### src/rtl/stsync_pkg.sv
package stsync_pkg;
  typedef logic signed [31:0] acc_t;
  typedef logic [31:0]        metric_t;

  function automatic acc_t signed_tap(input logic seq_bit, input acc_t v);
    return seq_bit ? v : -v;
  endfunction

  function automatic metric_t abs_sum(input acc_t re, input acc_t im);
    acc_t ar;
    acc_t ai;
    ar = (re < 0) ? -re : re;
    ai = (im < 0) ? -im : im;
    return metric_t'(ar + ai);
  endfunction
endpackage

### src/rtl/phase_correlator.sv
module phase_correlator
  import stsync_pkg::*;
#(
  parameter int          SAMP_W    = 12,
  parameter int          TRAIN_LEN = 16,
  parameter logic [TRAIN_LEN-1:0] TRAIN_SEQ = 16'h3AC9,
  parameter bit          USE_IN    = 1'b0
) (
  input  logic                     clk,
  input  logic                     rst_n,
  input  logic                     shift_en,
  input  logic signed [SAMP_W-1:0] din_i,
  input  logic signed [SAMP_W-1:0] din_q,
  output metric_t                  metric
);
  // tap 0 is the newest symbol of this phase
  logic signed [SAMP_W-1:0] line_i [TRAIN_LEN];
  logic signed [SAMP_W-1:0] line_q [TRAIN_LEN];
  logic signed [SAMP_W-1:0] view_i [TRAIN_LEN];
  logic signed [SAMP_W-1:0] view_q [TRAIN_LEN];
  acc_t                     sum_i;
  acc_t                     sum_q;

  always_ff @(posedge clk) begin
    if (!rst_n) begin
      for (int t = 0; t < TRAIN_LEN; t++) begin
        line_i[t] <= '0;
        line_q[t] <= '0;
      end
    end else if (shift_en) begin
      line_i[0] <= din_i;
      line_q[0] <= din_q;
      for (int t = 1; t < TRAIN_LEN; t++) begin
        line_i[t] <= line_i[t-1];
        line_q[t] <= line_q[t-1];
      end
    end
  end

  // The last phase of a symbol is evaluated in the same cycle as its sample
  // arrives, so its view includes the incoming value as the newest tap.
  generate
    if (USE_IN) begin : g_view_in
      always_comb begin
        view_i[0] = din_i;
        view_q[0] = din_q;
        for (int t = 1; t < TRAIN_LEN; t++) begin
          view_i[t] = line_i[t-1];
          view_q[t] = line_q[t-1];
        end
      end
    end else begin : g_view_reg
      always_comb begin
        for (int t = 0; t < TRAIN_LEN; t++) begin
          view_i[t] = line_i[t];
          view_q[t] = line_q[t];
        end
      end
    end
  endgenerate

  always_comb begin
    sum_i = '0;
    sum_q = '0;
    for (int t = 0; t < TRAIN_LEN; t++) begin
      sum_i = sum_i + signed_tap(TRAIN_SEQ[TRAIN_LEN-1-t], acc_t'(view_i[t]));
      sum_q = sum_q + signed_tap(TRAIN_SEQ[TRAIN_LEN-1-t], acc_t'(view_q[t]));
    end
    metric = abs_sum(sum_i, sum_q);
  end
endmodule

### src/rtl/peak_tracker.sv
module peak_tracker
  import stsync_pkg::*;
#(
  parameter int SPS    = 3,
  parameter int PH_W   = 2,
  parameter int SLOT_W = 8
) (
  input  logic                       clk,
  input  logic                       rst_n,
  input  logic                       eval_en,
  input  logic                       win_close,
  input  logic [SPS-1:0][31:0]       metrics,
  input  logic [SLOT_W-1:0]          slot,
  output metric_t                    cand_metric,
  output logic [PH_W-1:0]            cand_phase,
  output logic [SLOT_W-1:0]          cand_slot
);
  metric_t           run_metric;
  logic [PH_W-1:0]   run_phase;
  logic [SLOT_W-1:0] run_slot;
  logic              run_any;
  metric_t           sym_metric;
  logic [PH_W-1:0]   sym_phase;
  logic              take_sym;

  always_comb begin
    sym_metric = metrics[0];
    sym_phase  = '0;
    for (int p = 1; p < SPS; p++) begin
      if (metrics[p] > sym_metric) begin
        sym_metric = metrics[p];
        sym_phase  = PH_W'(p);
      end
    end
    take_sym    = !run_any || (sym_metric > run_metric);
    cand_metric = take_sym ? sym_metric : run_metric;
    cand_phase  = take_sym ? sym_phase  : run_phase;
    cand_slot   = take_sym ? slot       : run_slot;
  end

  always_ff @(posedge clk) begin
    if (!rst_n) begin
      run_metric <= '0;
      run_phase  <= '0;
      run_slot   <= '0;
      run_any    <= 1'b0;
    end else if (eval_en) begin
      if (win_close) begin
        run_any <= 1'b0;
      end else begin
        run_metric <= cand_metric;
        run_phase  <= cand_phase;
        run_slot   <= cand_slot;
        run_any    <= 1'b1;
      end
    end
  end
endmodule

### src/rtl/lock_ctrl.sv
module lock_ctrl
  import stsync_pkg::*;
#(
  parameter int      PH_W       = 2,
  parameter int      SLOT_W     = 8,
  parameter int      MISS_LIMIT = 3,
  parameter int      MISS_W     = 2,
  parameter metric_t MIN_PEAK   = 32'd2000
) (
  input  logic              clk,
  input  logic              rst_n,
  input  logic              win_close,
  input  metric_t           cand_metric,
  input  logic [PH_W-1:0]   cand_phase,
  input  logic [SLOT_W-1:0] cand_slot,
  output logic              locked,
  output logic [PH_W-1:0]   sel_phase,
  output logic [SLOT_W-1:0] lock_slot,
  output logic [MISS_W-1:0] miss_cnt,
  output logic              lock_evt,
  output logic              miss_evt,
  output logic              drop_evt
);
  logic              prev_ok;
  logic [PH_W-1:0]   prev_phase;
  logic [SLOT_W-1:0] prev_slot;
  logic              cand_ok;
  logic              match_prev;
  logic              match_lock;

  always_comb begin
    cand_ok    = cand_metric >= MIN_PEAK;
    match_prev = cand_ok && prev_ok && (cand_phase == prev_phase) && (cand_slot == prev_slot);
    match_lock = cand_ok && (cand_phase == sel_phase) && (cand_slot == lock_slot);
    lock_evt   = win_close && !locked && match_prev;
    miss_evt   = win_close && locked && !match_lock;
    drop_evt   = miss_evt && (miss_cnt == MISS_W'(MISS_LIMIT - 1));
  end

  always_ff @(posedge clk) begin
    if (!rst_n) begin
      locked     <= 1'b0;
      sel_phase  <= '0;
      lock_slot  <= '0;
      miss_cnt   <= '0;
      prev_ok    <= 1'b0;
      prev_phase <= '0;
      prev_slot  <= '0;
    end else if (win_close) begin
      prev_ok    <= cand_ok;
      prev_phase <= cand_phase;
      prev_slot  <= cand_slot;
      if (lock_evt) begin
        locked    <= 1'b1;
        sel_phase <= cand_phase;
        lock_slot <= cand_slot;
        miss_cnt  <= '0;
      end else if (locked) begin
        if (!miss_evt) begin
          miss_cnt <= '0;
        end else if (drop_evt) begin
          locked   <= 1'b0;
          miss_cnt <= '0;
        end else begin
          miss_cnt <= miss_cnt + 1'b1;
        end
      end
    end
  end
endmodule

### src/rtl/symbol_block_sync.sv
module symbol_block_sync
  import stsync_pkg::*;
#(
  parameter int SAMP_W       = 12,
  parameter int SPS          = 3,
  parameter int TRAIN_LEN    = 16,
  parameter int TRAIN_PERIOD = 256,
  parameter logic [TRAIN_LEN-1:0] TRAIN_SEQ = 16'h3AC9,
  parameter int MIN_PEAK     = 2000,
  parameter int MISS_LIMIT   = 3
) (
  input  logic                     clk,
  input  logic                     rst_n,
  input  logic                     in_valid,
  input  logic signed [SAMP_W-1:0] rx1_i,
  input  logic signed [SAMP_W-1:0] rx1_q,
  input  logic signed [SAMP_W-1:0] rx2_i,
  input  logic signed [SAMP_W-1:0] rx2_q,
  output logic                     out_valid,
  output logic signed [SAMP_W-1:0] sym1_i,
  output logic signed [SAMP_W-1:0] sym1_q,
  output logic signed [SAMP_W-1:0] sym2_i,
  output logic signed [SAMP_W-1:0] sym2_q,
  output logic                     blk_start,
  output logic                     locked
);
  localparam int PH_W   = (SPS > 1) ? $clog2(SPS) : 1;
  localparam int SLOT_W = $clog2(TRAIN_PERIOD);
  localparam int MISS_W = $clog2(MISS_LIMIT + 1);

  logic [PH_W-1:0]      sph;
  logic [SLOT_W-1:0]    slot;
  logic                 sym_end;
  logic                 win_close;
  logic                 take_out;
  logic [SPS-1:0][31:0] metrics;
  metric_t              cand_metric;
  logic [PH_W-1:0]      cand_phase;
  logic [SLOT_W-1:0]    cand_slot;
  logic [PH_W-1:0]      sel_phase;
  logic [SLOT_W-1:0]    lock_slot;
  logic [MISS_W-1:0]    miss_cnt;
  logic                 lock_evt;
  logic                 miss_evt;
  logic                 drop_evt;

  assign sym_end   = in_valid && (sph == PH_W'(SPS - 1));
  assign win_close = sym_end && (slot == SLOT_W'(TRAIN_PERIOD - 1));
  assign take_out  = in_valid && (sph == sel_phase);

  always_ff @(posedge clk) begin
    if (!rst_n) begin
      sph  <= '0;
      slot <= '0;
    end else if (in_valid) begin
      if (sym_end) begin
        sph  <= '0;
        slot <= win_close ? '0 : slot + 1'b1;
      end else begin
        sph <= sph + 1'b1;
      end
    end
  end

  generate
    for (genvar p = 0; p < SPS; p++) begin : g_phase
      phase_correlator #(
        .SAMP_W   (SAMP_W),
        .TRAIN_LEN(TRAIN_LEN),
        .TRAIN_SEQ(TRAIN_SEQ),
        .USE_IN   (p == SPS - 1)
      ) u_corr (
        .clk     (clk),
        .rst_n   (rst_n),
        .shift_en(in_valid && (sph == PH_W'(p))),
        .din_i   (rx1_i),
        .din_q   (rx1_q),
        .metric  (metrics[p])
      );
    end
  endgenerate

  peak_tracker #(
    .SPS   (SPS),
    .PH_W  (PH_W),
    .SLOT_W(SLOT_W)
  ) u_peak (
    .clk        (clk),
    .rst_n      (rst_n),
    .eval_en    (sym_end),
    .win_close  (win_close),
    .metrics    (metrics),
    .slot       (slot),
    .cand_metric(cand_metric),
    .cand_phase (cand_phase),
    .cand_slot  (cand_slot)
  );

  lock_ctrl #(
    .PH_W      (PH_W),
    .SLOT_W    (SLOT_W),
    .MISS_LIMIT(MISS_LIMIT),
    .MISS_W    (MISS_W),
    .MIN_PEAK  (metric_t'(MIN_PEAK))
  ) u_lock (
    .clk        (clk),
    .rst_n      (rst_n),
    .win_close  (win_close),
    .cand_metric(cand_metric),
    .cand_phase (cand_phase),
    .cand_slot  (cand_slot),
    .locked     (locked),
    .sel_phase  (sel_phase),
    .lock_slot  (lock_slot),
    .miss_cnt   (miss_cnt),
    .lock_evt   (lock_evt),
    .miss_evt   (miss_evt),
    .drop_evt   (drop_evt)
  );

  always_ff @(posedge clk) begin
    if (!rst_n) begin
      out_valid <= 1'b0;
      blk_start <= 1'b0;
      sym1_i    <= '0;
      sym1_q    <= '0;
      sym2_i    <= '0;
      sym2_q    <= '0;
    end else begin
      out_valid <= take_out;
      blk_start <= take_out && locked && (slot[0] != lock_slot[0]);
      if (take_out) begin
        sym1_i <= rx1_i;
        sym1_q <= rx1_q;
        sym2_i <= rx2_i;
        sym2_q <= rx2_q;
      end
    end
  end
endmodule

### config.mk
export PLATFORM = sky130hd
export DESIGN_NAME = symbol_block_sync
export DESIGN_NICKNAME = d
export VERILOG_FILES = /design/src/rtl/stsync_pkg.sv /design/src/rtl/phase_correlator.sv /design/src/rtl/peak_tracker.sv /design/src/rtl/lock_ctrl.sv /design/src/rtl/symbol_block_sync.sv
export SDC_FILE = /design/constraint.sdc
export NUM_CORES = 2
export LEC_CHECK = 0
export BUFFER_PORTS_ARGS = -buffer_cell sky130_fd_sc_hd__buf_4
export CORE_MARGIN = 5
export CORE_UTILIZATION = 50
export CTS_CLUSTER_DIAMETER = 100
export CTS_CLUSTER_SIZE = 24
export DETAILED_ROUTE_END_ITERATION = 10
export PLACE_DENSITY = 0.64
export SYNTH_ARGS = -nofsm -noshare
export SYNTH_HDL_FRONTEND = slang
export SYNTH_SLANG_ARGS = --single-unit
### constraint.sdc
create_clock -name clk -period 53.3 [get_ports clk]
set_input_delay 0 -clock clk [delete_from_list [all_inputs] [get_ports clk]]
set_output_delay 0 -clock clk [all_outputs]
set_load 0.1 [all_outputs]
---- Word level (Yosys, flattened, before mapping) ----
Memories as Yosys holds them, arrays and structs flattened.
Index checks and enable logic that the tools add are counted.
cells by class
  bitwise operators ....................... 97
  equality and inequality tests ........... 10
  mux-type cells .......................... 130
  reductions and logical operators ........ 27
  add/subtract/negate cells ............... 150
  order comparisons ....................... 10
operators by type and width
  cell                    count
  $add A32 B12 Y32        48
  $neg A12 Y32            48
  $add A32 B32 Y32        45
  $mux W12                96
  $mux W32                9
  $lt A32 B1 Y1 const B   6
  $neg A32 Y32            6
  $gt A32 B32 Y1          3
  $or A1 B1 Y1            96
  $ge A32 B11 Y1 const B  1
  $logic_and A1 B1 Y1     17
  $eq A8 B8 Y1            2
  $mux W1                 16
  $mux W8                 2
  $mux W2                 7
  $add A8 B1 Y8 const B   1
  $eq A8 B8 Y1 const B    1
  $reduce_and A2 Y1       4
  $eq A2 B2 Y1            3
  $add A2 B1 Y2 const B   2
  $eq A2 B2 Y1 const B    2
  $logic_not A1 Y1        3
  $eq A2 B1 Y1 const B    1
  $logic_not A2 Y1        1
  4 further kinds         4
storage, ports and cells
  input bits .............................. 51
  RAM bits ................................ 1152
  flip-flop bits (word level) ............. 127
  output and inout port bits .............. 51
  memories ................................ 6
memory list
  memory                    depth  bits a word  rd ports  clocked after memory_dff  wr ports  line                    text
  g_phase[0].u_corr.line_i  16     12           16        0                         16        phase_correlator.sv:17  logic signed [SAMP_W-1:0] line_i [TRAIN_LEN];
  g_phase[0].u_corr.line_q  16     12           16        0                         16        phase_correlator.sv:18  logic signed [SAMP_W-1:0] line_q [TRAIN_LEN];
  g_phase[1].u_corr.line_i  16     12           16        0                         16        phase_correlator.sv:17
  g_phase[1].u_corr.line_q  16     12           16        0                         16        phase_correlator.sv:18
  g_phase[2].u_corr.line_i  16     12           15        0                         16        phase_correlator.sv:17
  g_phase[2].u_corr.line_q  16     12           15        0                         16        phase_correlator.sv:18

---- Longest topological paths before layout ----
An unclocked memory read counts as a cell.
  word-level depth ........................ 37
  gate-level depth with buffers ........... 95
  depth with buffers taken out ............ 80

---- By module ----
Synthesis repeated with hierarchy kept, for this count alone.
unflattened totals
  cells, all modules ...................... 8130
  area, all modules ....................... 92226.0 um2
modules (own cells, without submodules)
  module                                 times used  cells each  sequential area each (um2)  area each (um2)
  phase_correlator at g_phase[0].u_corr  1           2413        11531.1                     28098.2
  phase_correlator at g_phase[1].u_corr  1           2367        11531.1                     28003.1
  phase_correlator at g_phase[2].u_corr  1           2241        10810.4                     26733.1
  peak_tracker                           1           706         860.8                       5655.4
  symbol_block_sync                      1           279         1201.2                      2492.4
  lock_ctrl                              1           124         480.5                       1243.7

---- Worst setup path after synthesis ----
Ideal clock, no wire load.
  kind .................................... register to register
  from .................................... memory g_phase[0].u_corr.line_q[3][3], in the netlist g_phase[0].u_corr.line_q[0][39]
  to ...................................... register u_lock.locked
  buffers on the path ..................... 12
  setup slack ............................. 34608 ps
  arrival time ............................ 18570 ps
  stages on the path, launching flop included .. 85
  cell sequence ........................... edfxtp_1 inv_1 fa_1 fa_1 inv_1 fa_1 fa_1 fa_1 inv_1 fa_1 inv_1 ha_1 a21o_1 a21oi_1 o21ai_0 a21oi_1 o21ai_0 a21oi_1 (+49 left out) clkbuf_1 clkbuf_1 a21oi_1 ha_1 nand4_1 or2_2 nor4_1 nand4_1 o2111ai_1 nand2_1 nor2_1 o32ai_1 a211oi_1 o2111ai_1 or4_4 a2111oi_4 a21oi_2 a311o_1
RTL lines
  item                    line                    text
  start: declaration      phase_correlator.sv:18
  end signal: assignment  lock_ctrl.sv:42         locked <= 1'b0;
  end signal: assignment  lock_ctrl.sv:54         locked <= 1'b1;
  end signal: assignment  lock_ctrl.sv:62         locked <= 1'b0;
  end: declaration        lock_ctrl.sv:16         output logic locked,

==> results.yml <==
placement:
  placed_cells_incl_taps: 10100
  place_congestion: 0.968
  io_buffer_count: 101
  dp.final_hpwl_um: 148000
yosys:
  synth_seq_cells: 1255
  synth.area.top_cells: "edfxtp_1 38%, fa_1 25%, inv_1 7.2%"
  yosysWarningCount: 0
  ys.flop_type: "edfxtp_1"
  async_reset_ff_frac: 0
  synth_top_area_cell: "edfxtp_1"
  syn_area_um2: 88600
  netlist.area_leader.share: 0.382
  synth_edf_count: 1128
  synth_area_per_cell_um2: 11.3
  ys_types: 97
  ys_seq_area_frac: 0.411
  syn_inst: 7861
sta:
  whs_ps: 83.1
  final_hold_viol_count: 0
  drv_slew: 79
  fin_skew_ps: 43.4
  rsz0062_at_grt: "false"
  fin_setup_tns_ps: 0
  period_needed_ps: 21140
  worstMarginPinSlew_ps: 1530
  fmax_mhz: 47.3
  setup_viol: 0
  min_period_over_period: 0.397
  slew-limit-headroom: -0.0218
route:
  dr_total_vias: 53900
  routedWlPerCell_um: 19.1
  drc: 0
  drtIter0Drc: 3948
  drt-pass1-iter-count: 6
  postRouteAntennaNets: 0
  avgViaCountPerCell: 5.25
  routed_wl_um: 197000
die:
  die_w_um: 431
  rows: 154
  pin_count: 102
  coreArea_um2: 176000
  fp.dieH_um: 431
  start_util: 0.503
  dieArea_um2: 186000
flow_run:
  maxCapViolCount: 0
setup_path:
  r2r-end: "u_lock.lock_slot[6]"
  cp_max_fo: 60
  reg2reg_slack_ps: 32160
  reg2reg_from: "g_phase[0].u_corr.line_q[1][63]"
  cpMaxStageDelayCell: "o31ai_1"
  crit_arrival_ps: 21710
  worst_setup_path_start_kind: "register"
  cp_data_required_time_ps: 53870
  critPathMaxStageDelay_ps: 710
  r2r_cells: 73
  path_class: "reg2reg"
  cp-end-kind: "register"
global_routing:
  grt_pass1_wl_um: 317000
  grt_max_degree: 241
  use_met3: 0.0205
  busiest_layer: "met2"
  grtUsageTotal: 0.216
  grt_pass1_vias: 56500
  grt_overflow_total: 0
  use_met1: 0.312
  grt_antenna_before_repair: 7
  use_met2: 0.361
cts:
  cts_setup_buffers: 0
  path_clk_slew_ps: 100
  cts_root_buf: "clkbuf_16"
  htreeDepth: 3
  insertion_delay_ps: 730
  cts.sinks: 1255
  clk_path_buf_depth: 3
  cts_buffers: 66
  tritoncts: "built"
final_layout:
  layout_common_cells: "1,693 x inv_1, 1,128 x edfxtp_1, 1,101 x fa_1, 455 x nor2_1, 417 x and3_1"
  drive_gt1_frac: 0.0374
  stdcell_count: 10300
  nets: 9385
  syn_to_final_growth_pct: 6.66
  fin_util: 0.536
  final_common_cell: "inv_1"
status:
  violations: "max-slew violations"
  status: "complete, but fails checks"
hold_path:
  worstHoldEndpoint: "sym2_i[1]"
  whs_path_depth: 4
  worstHoldPathType: "in2reg"
  hold_start: "rx2_i[1]"
==> layer usage <==
| layer | part of all wire | vias to the layer above |
|---|---|---|
| met5 | 0 | - |
| met2 | 0.49 | 955 |
| met1 | 0.45 | 27400 |
| met4 | 0.018 | 0 |
| met3 | 0.039 | 172 |
| li1 | - | 25400 |
==> worst max-delay path by stage <==
stage                                                from             endpoint  slack [ps]
final                     g_phase[0].u_corr.line_q[1][63]  u_lock.lock_slot[6]       32160
after global routing       g_phase[1].u_corr.line_i[3][2]  u_lock.sel_phase[0]       31000
after CTS                 g_phase[0].u_corr.line_q[0][51]  u_lock.lock_slot[6]       32460
after detailed placement  g_phase[0].u_corr.line_q[1][63]  u_lock.lock_slot[6]       32520
after global placement    g_phase[0].u_corr.line_q[0][39]  u_lock.lock_slot[1]       33030
after floorplan           g_phase[0].u_corr.line_q[0][39]        u_lock.locked       34610
==> Yosys cell counts, types with 34 or more instances <==
library cell / number
and2_1: 245
a21oi_1: 303
nand2b_1: 40
fa_1: 1101
nand3_1: 44
xnor2_1: 193
and3_1: 418
or3_1: 34
edfxtp_1: 1128
nor2_1: 456
inv_1: 1693
dfxtp_1: 127
o21ai_0: 182
ha_1: 336
o21a_1: 41
nor3_1: 319
xor2_1: 80
nand4_1: 46
a21o_1: 78
nand2_1: 320
clkbuf_1: 255
==> final cells by class <==
class / instances / area (um^2)
clock inverters: 15 / 224
flip-flops and latches: 1255 / 36400
clock buffers: 94 / 1810
repair buffers: 215 / 1830
diodes: 1 / 2.50
well taps: 2340 / 2930
multi-input cells: 4664 / 45000
fillers: 15200 / 81800
inverters: 1695 / 6370
==> per-stage QoR <==
step | instance area, um^2 | worst slack (ps)
floorplan | 88800 | 34610
global placement | 91800 | 33030
detailed placement | 91800 | 32520
CTS | 94600 | 32460
global route | 94600 | 31000
finish | 94600 | 32160
==> sequential cells by signal (all words and copies together), names as in the netlist, 12 cells and up <==
signal	flops
sym1_q	12
sym2_i	12
g_phase.u_corr.line_q	564
g_phase.u_corr.line_i	564
sym1_i	12
u_peak.run_metric	32
sym2_q	12
==> worst max-delay path: cells and delay by family, from the launching register on <==
family / cells / cell delay [ps]
compound gates: 42 / 10830
xor+xnor: 1 / 200
fa+ha+maj: 11 / 4720
buf+inv: 5 / 1000
flops: 1 / 420
mux: 1 / 200
simple gates: 13 / 3580
==> what timing repair did <==
action / 4_1_cts / 5_1_grt
hold buffers: 70 / 0
resized for setup: 0 / 0
endpoints found under the hold margin: 144 / 0
==> logic make-up after synthesis <==
logic type | count (synthesis) | synth area share
simple gates | 2049 | 0.119
buf+inv | 1977 | 0.0841
fa+ha+maj | 1438 | 0.296
flops | 1255 | 0.411
compound gates | 833 | 0.0589
xor+xnor | 274 | 0.0272
mux | 34 | 0.00394
other cells | 1 | 0.0000423
Power is left out: the tool's default activity adds up to more than one toggle a clock period on the data nets, which glitch-free logic cannot reach.
